`config.mk`:
```
export PLATFORM = sky130hd
export DESIGN_NAME = spim_seq_top
export DESIGN_NICKNAME = d
export VERILOG_FILES = /design/src/rtl/spim_seq_pkg.sv /design/src/rtl/spim_fifo.sv /design/src/rtl/spim_rate_gen.sv /design/src/rtl/spim_engine.sv /design/src/rtl/spim_seq_top.sv
export SDC_FILE = /design/constraint.sdc
export NUM_CORES = 1
export LEC_CHECK = 0
export ABC_CLOCK_PERIOD_IN_PS = 4400
export BUFFER_PORTS_ARGS = -buffer_cell sky130_fd_sc_hd__buf_2
export CORE_ASPECT_RATIO = 0.5
export CORE_MARGIN = 2
export CORE_UTILIZATION = 45
export CTS_BUF_LIST = sky130_fd_sc_hd__clkbuf_16
export CTS_CLUSTER_SIZE = 16
export DETAILED_ROUTE_END_ITERATION = 8
export GPL_TIMING_DRIVEN = 0
export SYNTH_ARGS = -nofsm -noshare
export SYNTH_HDL_FRONTEND = slang
export SYNTH_SLANG_ARGS = --single-unit
export TNS_END_PERCENT = 30
```
`constraint.sdc`:
```
create_clock -name clk -period 4.4 [get_ports clk]
set_input_delay 0.66 -clock clk [delete_from_list [all_inputs] [get_ports clk]]
set_output_delay 0.66 -clock clk [all_outputs]
set_load 0.02 [all_outputs]
```
`src/rtl/spim_seq_pkg.sv`:
```
package spim_seq_pkg;
  typedef enum logic [1:0] {
    ST_IDLE  = 2'd0,
    ST_LEAD  = 2'd1,
    ST_SHIFT = 2'd2,
    ST_GAP   = 2'd3
  } eng_state_t;

  // smallest legal frame length minus one (4-bit frames)
  localparam int unsigned MIN_FRAME_M1 = 3;
endpackage

```
`src/rtl/spim_fifo.sv`:
```
module spim_fifo #(
  parameter int unsigned W     = 16,
  parameter int unsigned DEPTH = 32
) (
  input  logic         clk,
  input  logic         rst_n,
  input  logic         in_valid,
  output logic         in_ready,
  input  logic [W-1:0] in_data,
  output logic         out_valid,
  input  logic         out_ready,
  output logic [W-1:0] out_data
);
  localparam int unsigned AW = (DEPTH > 1) ? $clog2(DEPTH) : 1;
  localparam int unsigned CW = $clog2(DEPTH + 1);

  logic [W-1:0]  mem [DEPTH];
  logic [AW-1:0] wr_ptr, rd_ptr;
  logic [CW-1:0] count;
  logic          push, pop;

  assign in_ready  = (count != CW'(DEPTH));
  assign out_valid = (count != '0);
  assign push      = in_valid && in_ready;
  assign pop       = out_valid && out_ready;
  assign out_data  = mem[rd_ptr];

  always_ff @(posedge clk) begin
    if (push) mem[wr_ptr] <= in_data;
  end

  always_ff @(posedge clk or negedge rst_n) begin
    if (!rst_n) begin
      wr_ptr <= '0;
      rd_ptr <= '0;
      count  <= '0;
    end else begin
      if (push) wr_ptr <= (wr_ptr == AW'(DEPTH - 1)) ? '0 : wr_ptr + AW'(1);
      if (pop)  rd_ptr <= (rd_ptr == AW'(DEPTH - 1)) ? '0 : rd_ptr + AW'(1);
      if (push && !pop)      count <= count + CW'(1);
      else if (pop && !push) count <= count - CW'(1);
    end
  end


  out_hold_chk: assert property (@(posedge clk) disable iff (!rst_n)
    (out_valid && !out_ready) |=> (out_valid && $stable(out_data)));


  full_stall_chk: assert property (@(posedge clk) disable iff (!rst_n)
    (!in_ready && !out_ready) |=> !in_ready);
endmodule

```
`src/rtl/spim_rate_gen.sv`:
```
module spim_rate_gen #(
  parameter int unsigned PRE_W = 8,
  parameter int unsigned DIV_W = 8
) (
  input  logic             clk,
  input  logic             rst_n,
  input  logic             run,
  input  logic [PRE_W-1:0] prescale,
  input  logic [DIV_W-1:0] rate_div,
  output logic             tick
);
  logic [PRE_W-1:0] pre_cnt;
  logic [DIV_W-1:0] div_cnt;
  logic             pre_end, div_end;

  assign pre_end = (pre_cnt == prescale);
  assign div_end = (div_cnt == rate_div);
  assign tick    = run && pre_end && div_end;

  always_ff @(posedge clk or negedge rst_n) begin
    if (!rst_n) begin
      pre_cnt <= '0;
      div_cnt <= '0;
    end else if (!run) begin
      pre_cnt <= '0;
      div_cnt <= '0;
    end else if (pre_end) begin
      pre_cnt <= '0;
      div_cnt <= div_end ? '0 : div_cnt + DIV_W'(1);
    end else begin
      pre_cnt <= pre_cnt + PRE_W'(1);
    end
  end
endmodule

```
`src/rtl/spim_engine.sv`:
```
module spim_engine
  import spim_seq_pkg::*;
#(
  parameter int unsigned DATA_W = 16,
  parameter int unsigned NUM_SS = 4,
  parameter int unsigned LEN_W  = $clog2(DATA_W),
  parameter int unsigned SS_W   = (NUM_SS > 1) ? $clog2(NUM_SS) : 1
) (
  input  logic              clk,
  input  logic              rst_n,
  input  logic              enable,
  input  logic [LEN_W-1:0]  frame_len_m1,
  input  logic              seq_mode,
  input  logic [SS_W-1:0]   seq_last,
  input  logic [SS_W-1:0]   slave_sel,
  input  logic              loopback,
  input  logic              tick,
  output logic              run,
  input  logic              tx_valid,
  output logic              tx_ready,
  input  logic [DATA_W-1:0] tx_data,
  output logic              rx_push,
  output logic [DATA_W-1:0] rx_word,
  output logic              sck,
  output logic              mosi,
  input  logic              miso,
  output logic [NUM_SS-1:0] cs_n
);
  eng_state_t        state;
  logic [DATA_W-1:0] tx_sh, rx_sh;
  logic [LEN_W-1:0]  bit_cnt, len_q, len_eff;
  logic [SS_W-1:0]   seq_ptr, cur_sel;
  logic [NUM_SS-1:0] sel_mask;
  logic              gap_half, start, rx_bit, last_fall;

  assign len_eff  = (frame_len_m1 < LEN_W'(MIN_FRAME_M1)) ? LEN_W'(MIN_FRAME_M1) : frame_len_m1;
  assign tx_ready = (state == ST_IDLE) && enable;
  assign start    = tx_ready && tx_valid;
  assign run      = (state != ST_IDLE);
  assign cur_sel  = seq_mode ? seq_ptr : slave_sel;
  assign rx_bit   = loopback ? tx_sh[DATA_W-1] : miso;
  assign mosi     = ((state == ST_LEAD) || (state == ST_SHIFT)) ? tx_sh[DATA_W-1] : 1'b0;
  assign last_fall = (state == ST_SHIFT) && tick && sck && (bit_cnt == len_q);
  assign rx_push  = last_fall;
  assign rx_word  = rx_sh;

  for (genvar i = 0; i < NUM_SS; i++) begin : g_sel
    assign sel_mask[i] = (cur_sel == SS_W'(i));
  end

  always_ff @(posedge clk or negedge rst_n) begin
    if (!rst_n) begin
      seq_ptr <= '0;
    end else if (!seq_mode) begin
      seq_ptr <= '0;
    end else if (start) begin
      seq_ptr <= (seq_ptr == seq_last) ? '0 : seq_ptr + SS_W'(1);
    end
  end

  always_ff @(posedge clk or negedge rst_n) begin
    if (!rst_n) begin
      state    <= ST_IDLE;
      tx_sh    <= '0;
      rx_sh    <= '0;
      bit_cnt  <= '0;
      len_q    <= '0;
      gap_half <= 1'b0;
      sck      <= 1'b0;
      cs_n     <= '1;
    end else begin
      unique case (state)
        ST_IDLE: if (start) begin
          tx_sh   <= tx_data << (LEN_W'(DATA_W - 1) - len_eff);
          rx_sh   <= '0;
          len_q   <= len_eff;
          bit_cnt <= '0;
          cs_n    <= ~sel_mask;
          state   <= ST_LEAD;
        end
        ST_LEAD: if (tick) begin
          sck   <= 1'b1;
          rx_sh <= {rx_sh[DATA_W-2:0], rx_bit};
          state <= ST_SHIFT;
        end
        ST_SHIFT: if (tick) begin
          if (sck) begin
            sck <= 1'b0;
            if (bit_cnt == len_q) begin
              cs_n     <= '1;
              gap_half <= 1'b0;
              state    <= ST_GAP;
            end else begin
              bit_cnt <= bit_cnt + LEN_W'(1);
              tx_sh   <= tx_sh << 1;
            end
          end else begin
            sck   <= 1'b1;
            rx_sh <= {rx_sh[DATA_W-2:0], rx_bit};
          end
        end
        ST_GAP: if (tick) begin
          if (gap_half) state <= ST_IDLE;
          else          gap_half <= 1'b1;
        end
        default: state <= ST_IDLE;
      endcase
    end
  end


  no_start_disabled_chk: assert property (@(posedge clk) disable iff (!rst_n)
    (!enable && (state == ST_IDLE)) |=> ((state == ST_IDLE) && (&cs_n)));


  cs_steady_sck_high_chk: assert property (@(posedge clk) disable iff (!rst_n)
    sck |-> $stable(cs_n));
endmodule

```
`src/rtl/spim_seq_top.sv`:
```
module spim_seq_top #(
  parameter int unsigned DATA_W     = 16,
  parameter int unsigned FIFO_DEPTH = 32,
  parameter int unsigned NUM_SS     = 4,
  parameter int unsigned PRE_W      = 8,
  parameter int unsigned DIV_W      = 8,
  localparam int unsigned LEN_W     = $clog2(DATA_W),
  localparam int unsigned SS_W      = (NUM_SS > 1) ? $clog2(NUM_SS) : 1
) (
  input  logic              clk,
  input  logic              rst_n,
  input  logic              cfg_enable,
  input  logic [LEN_W-1:0]  cfg_frame_len_m1,
  input  logic [PRE_W-1:0]  cfg_prescale,
  input  logic [DIV_W-1:0]  cfg_rate_div,
  input  logic              cfg_seq_mode,
  input  logic [SS_W-1:0]   cfg_seq_last,
  input  logic [SS_W-1:0]   cfg_slave_sel,
  input  logic              cfg_loopback,
  input  logic              tx_valid,
  output logic              tx_ready,
  input  logic [DATA_W-1:0] tx_data,
  output logic              rx_valid,
  input  logic              rx_ready,
  output logic [DATA_W-1:0] rx_data,
  output logic              rx_overrun,
  input  logic              ovr_clear,
  output logic              sck,
  output logic              mosi,
  input  logic              miso,
  output logic [NUM_SS-1:0] cs_n
);
  logic              txq_valid, eng_take, run, tick;
  logic [DATA_W-1:0] txq_data, rx_word;
  logic              rx_push, rxq_in_ready;

  spim_fifo #(.W(DATA_W), .DEPTH(FIFO_DEPTH)) u_txq (
    .clk(clk), .rst_n(rst_n),
    .in_valid(tx_valid), .in_ready(tx_ready), .in_data(tx_data),
    .out_valid(txq_valid), .out_ready(eng_take), .out_data(txq_data)
  );

  spim_rate_gen #(.PRE_W(PRE_W), .DIV_W(DIV_W)) u_rate (
    .clk(clk), .rst_n(rst_n), .run(run),
    .prescale(cfg_prescale), .rate_div(cfg_rate_div), .tick(tick)
  );

  spim_engine #(.DATA_W(DATA_W), .NUM_SS(NUM_SS), .LEN_W(LEN_W), .SS_W(SS_W)) u_eng (
    .clk(clk), .rst_n(rst_n), .enable(cfg_enable),
    .frame_len_m1(cfg_frame_len_m1), .seq_mode(cfg_seq_mode),
    .seq_last(cfg_seq_last), .slave_sel(cfg_slave_sel), .loopback(cfg_loopback),
    .tick(tick), .run(run),
    .tx_valid(txq_valid), .tx_ready(eng_take), .tx_data(txq_data),
    .rx_push(rx_push), .rx_word(rx_word),
    .sck(sck), .mosi(mosi), .miso(miso), .cs_n(cs_n)
  );

  spim_fifo #(.W(DATA_W), .DEPTH(FIFO_DEPTH)) u_rxq (
    .clk(clk), .rst_n(rst_n),
    .in_valid(rx_push), .in_ready(rxq_in_ready), .in_data(rx_word),
    .out_valid(rx_valid), .out_ready(rx_ready), .out_data(rx_data)
  );

  always_ff @(posedge clk or negedge rst_n) begin
    if (!rst_n)                      rx_overrun <= 1'b0;
    else if (rx_push && !rxq_in_ready) rx_overrun <= 1'b1;
    else if (ovr_clear)              rx_overrun <= 1'b0;
  end


  overrun_set_chk: assert property (@(posedge clk) disable iff (!rst_n)
    (rx_push && !rxq_in_ready) |=> rx_overrun);


  single_cs_chk: assert property (@(posedge clk) disable iff (!rst_n)
    $onehot0(~cs_n));


  idle_sck_low_chk: assert property (@(posedge clk) disable iff (!rst_n)
    (&cs_n) |-> !sck);
endmodule

```
==> impl_metrics.env <==
export IMPL_end_kind="output pin"
export IMPL_power_density_nw_per_um2=533.5
export IMPL_first_pass_iters=5
export IMPL_hp_class="primary input to async pin"
export IMPL_dpl_hpwl_um=73800
export IMPL_nets=2626
export IMPL_drive_gt1_share_pct=27.43
export IMPL_use_met2_pct=34.42
export IMPL_syn_avg_cell_area_um2=19.59
export IMPL_pwr_share_comb_pct=21.3
export IMPL_syn_inst=2304
export IMPL_wl_per_cell_um=27.94
export IMPL_synth_warnings=0
export IMPL_synthesis_nets=2388
export IMPL_die_area_um2=103000
export IMPL_grt_busiest_layer="met2"
export IMPL_vias=23180
export IMPL_ant_nets=0
export IMPL_slew_headroom_pct=11.98
export IMPL_fmax_ghz=0.2358
export IMPL_port_buffers=73
export IMPL_p_int_uw=19470
export IMPL_yosysTopAreaCell="edfxtp_1"
export IMPL_ys_top_cells_by_count="1024 x edfxtp_1, 260 x mux4_2, 115 x nor2_1"
export IMPL_io_pins=74
export IMPL_postCtsHoldBufs=0
export IMPL_grt_overflow=0
export IMPL_fin_skew_ps=19.72
export IMPL_clkSlewWorstSetupHoldPaths_ps=70
export IMPL_p_clk_share_pct=31.3
export IMPL_viasPerCell=5.839
export IMPL_max_slew_worst_pin_slew_ps=1320
export IMPL_yosysMostFrequentCell="edfxtp_1"
export IMPL_finalCritPeriodShare_pct=96.39
export IMPL_first_global_vias=23290
export IMPL_tns_ps=0
export IMPL_status="completed"
export IMPL_synth_flop_cell="edfxtp_1"
export IMPL_track_usage_pct=21.69
export IMPL_die_h_um=227.9
export IMPL_crit_required_ps=3740
export IMPL_clock_path_buffers=3
export IMPL_finalHoldViolCount=0
export IMPL_synth_area_leaders="edfxtp_1 68%, mux4_2 13%, dfrtp_1 5.3%"
export IMPL_switching_share_pct=29.36
export IMPL_min_period_ps=4241
export IMPL_rsz0062_at_grt="true"
export IMPL_row_count=82
export IMPL_synthesis_area_um2=45130
export IMPL_ir_drop_uv=311.3
export IMPL_slew_viol_final=0
export IMPL_gp_congestion=0.8377
export IMPL_die_x_um=451.9
export IMPL_path_class="flop to output pin"
export IMPL_switchingPower_uw=8096
export IMPL_syn_to_final_growth_pct=14.52
export IMPL_ys_ff_latch=1123
export IMPL_wirelength_um=110900
export IMPL_initial_utilization_pct=45.26
export IMPL_root_buffer="clkbuf_16"
export IMPL_yosys_area_top_type_share_pct=68.13
export IMPL_worstPathArrival_ps=3580
export IMPL_diodes=0
export IMPL_setup_violations=0
export IMPL_yosysSeqAreaShare_pct=73.63
export IMPL_grt_pass1_wl_um=161700
export IMPL_grt_start_max_net_pins=61
export IMPL_core_area_um2=99730
export IMPL_cts_made_buffers=100
export IMPL_antenna_found_initial=5
export IMPL_cellLeakagePower_uw=0.01699
export IMPL_drt_iter0_drc=2467
export IMPL_synth_distinct_cells=76
export IMPL_start_kind="flop"
export IMPL_cts_tree="built"
export IMPL_critPathMaxFanout=10
export IMPL_met1_usage_pct=31.03
export IMPL_async_flop_share_pct=8.816
export IMPL_holdWs_ps=33.92
export IMPL_synth_edf_count=1024
export IMPL_htree_levels=3
export IMPL_sequentialPowerShare_pct=47.4
export IMPL_clock_latency_ps=700
export IMPL_cap_viol_max_count=0
export IMPL_drc=0
export IMPL_use_met3_pct=4.088
export IMPL_cts_sinks=1123
-- layer usage --
metal	vias to the layer above	share of wire (%)
met5	-	0
met2	754	48
met1	12350	43
met3	171	6.5
met4	0	2.4
li1	9897	-
-- path summary, 6_finish.rpt --
path,end,slack (ps),start,depth (start not counted)
max,rx_data[5],160,u_rxq.rd_ptr[0],7
min in group clk,rx_overrun,150,ovr_clear,2
max reg2reg,u_rxq.count[5],250,u_eng.state[0],18
min,u_rate.div_cnt[7],30,rst_n,1
min reg2reg,u_eng.tx_sh[0],480,u_eng.tx_sh[0],2
max in group asynchronous,u_eng.rx_word[5],3610,rst_n,2
-- registers in the layout, indices dropped and copies added (netlist names), 5 cells and up --
| name | count |
|---|---|
| u_rxq.mem | 512 |
| u_txq.mem | 512 |
| u_eng.rx_word | 16 |
| u_eng.tx_sh | 16 |
| u_rate.div_cnt | 8 |
| u_rate.pre_cnt | 8 |
| u_rxq.count | 6 |
| u_txq.count | 6 |
| u_rxq.rd_ptr | 5 |
| u_rxq.wr_ptr | 5 |
| u_txq.rd_ptr | 5 |
| u_txq.wr_ptr | 5 |
-- metrics by stage --
step | instance area, um2 | cells | setup slack, ps | utilization, % | total power, uW
after global routing | 51680 | 3969 | -63.12 | 51.83 | 28630
after CTS | 51620 | 3968 | -22.06 | 51.76 | 27700
after floorplan | 45130 | 2304 | 641.5 | - | 16880
final | 51680 | 3969 | 158.9 | 51.83 | 27570
after detailed placement | 48390 | 3782 | -889.8 | 48.52 | 19110
after global placement | 47180 | 3721 | -1714 | 47.31 | 18890
-- cells by family (layout without fill, tap and decap cells) --
group | count (synthesis) | after routing | synth area share [%]
buffers and inverters | 144 | 465 | 1.666
and+or+nand+nor | 330 | 330 | 3.343
muxes | 378 | 378 | 15.72
adders and majority gates | 35 | 35 | 1.004
AOI/OAI and AO/OA | 251 | 251 | 3.798
xor gates and xnor gates | 43 | 43 | 0.8345
DFF | 1123 | 1123 | 73.63
-- final cells by class --
| class | instances | area (um2) |
|---|---|---|
| repair buffers | 136 | 1440 |
| clock inverters | 83 | 619.3 |
| fillers | 7950 | 48040 |
| plain buffers | 116 | 698.2 |
| well taps | 1344 | 1682 |
| flip-flops and latches | 1123 | 33240 |
| multi-input cells | 1037 | 11350 |
| inverters | 28 | 105.1 |
| clock buffers | 102 | 2552 |
-- power by group through the flow --
stage / logic [uW] / clock network (uW) / registers (uW)
CTS: 5810 / 8800 / 13100
finish: 5870 / 8640 / 13100
global placement: 5600 / 0 / 13300
detailed placement: 5790 / 0 / 13300
floorplan: 3860 / 0 / 13000
global route: 6290 / 9190 / 13100
-- layout by cell type (no fill, tap or decap), types with 13 or more instances in the layout --
cell,n
edfxtp_1,1024
mux4_2,260
nand2_1,108
clkbuf_16,102
dfrtp_1,92
buf_2,87
mux2i_1,83
nor2_2,61
nor2_1,55
buf_8,50
inv_1,49
clkbuf_1,49
a21oi_1,48
o21ai_0,48
ha_1,33
mux2_2,32
o22ai_1,32
xnor2_1,28
clkinv_1,22
a22o_1,20
nand3_1,19
buf_4,18
o221ai_1,17
a21o_1,16
xor2_1,15
a22oi_1,15
clkinv_2,15
and3_1,13
-- what timing repair did --
item | CTS | global route
setup endpoints to repair | 497 | 18
pin swaps | 1 | 0
buffers inserted | 1 | 0
resized for setup | 41 | 17
hold endpoints to repair | 0 | 0
-- critical path, stage by stage, from the launching register on --
cell      delay (ps)
dfrtp_1          350
clkbuf_1         190
buf_2            340
clkbuf_4         370
mux4_2           600
mux4_2           550
mux2_2           300
buf_2            160
No activity file was read; power rests on OpenSTA's default activity.
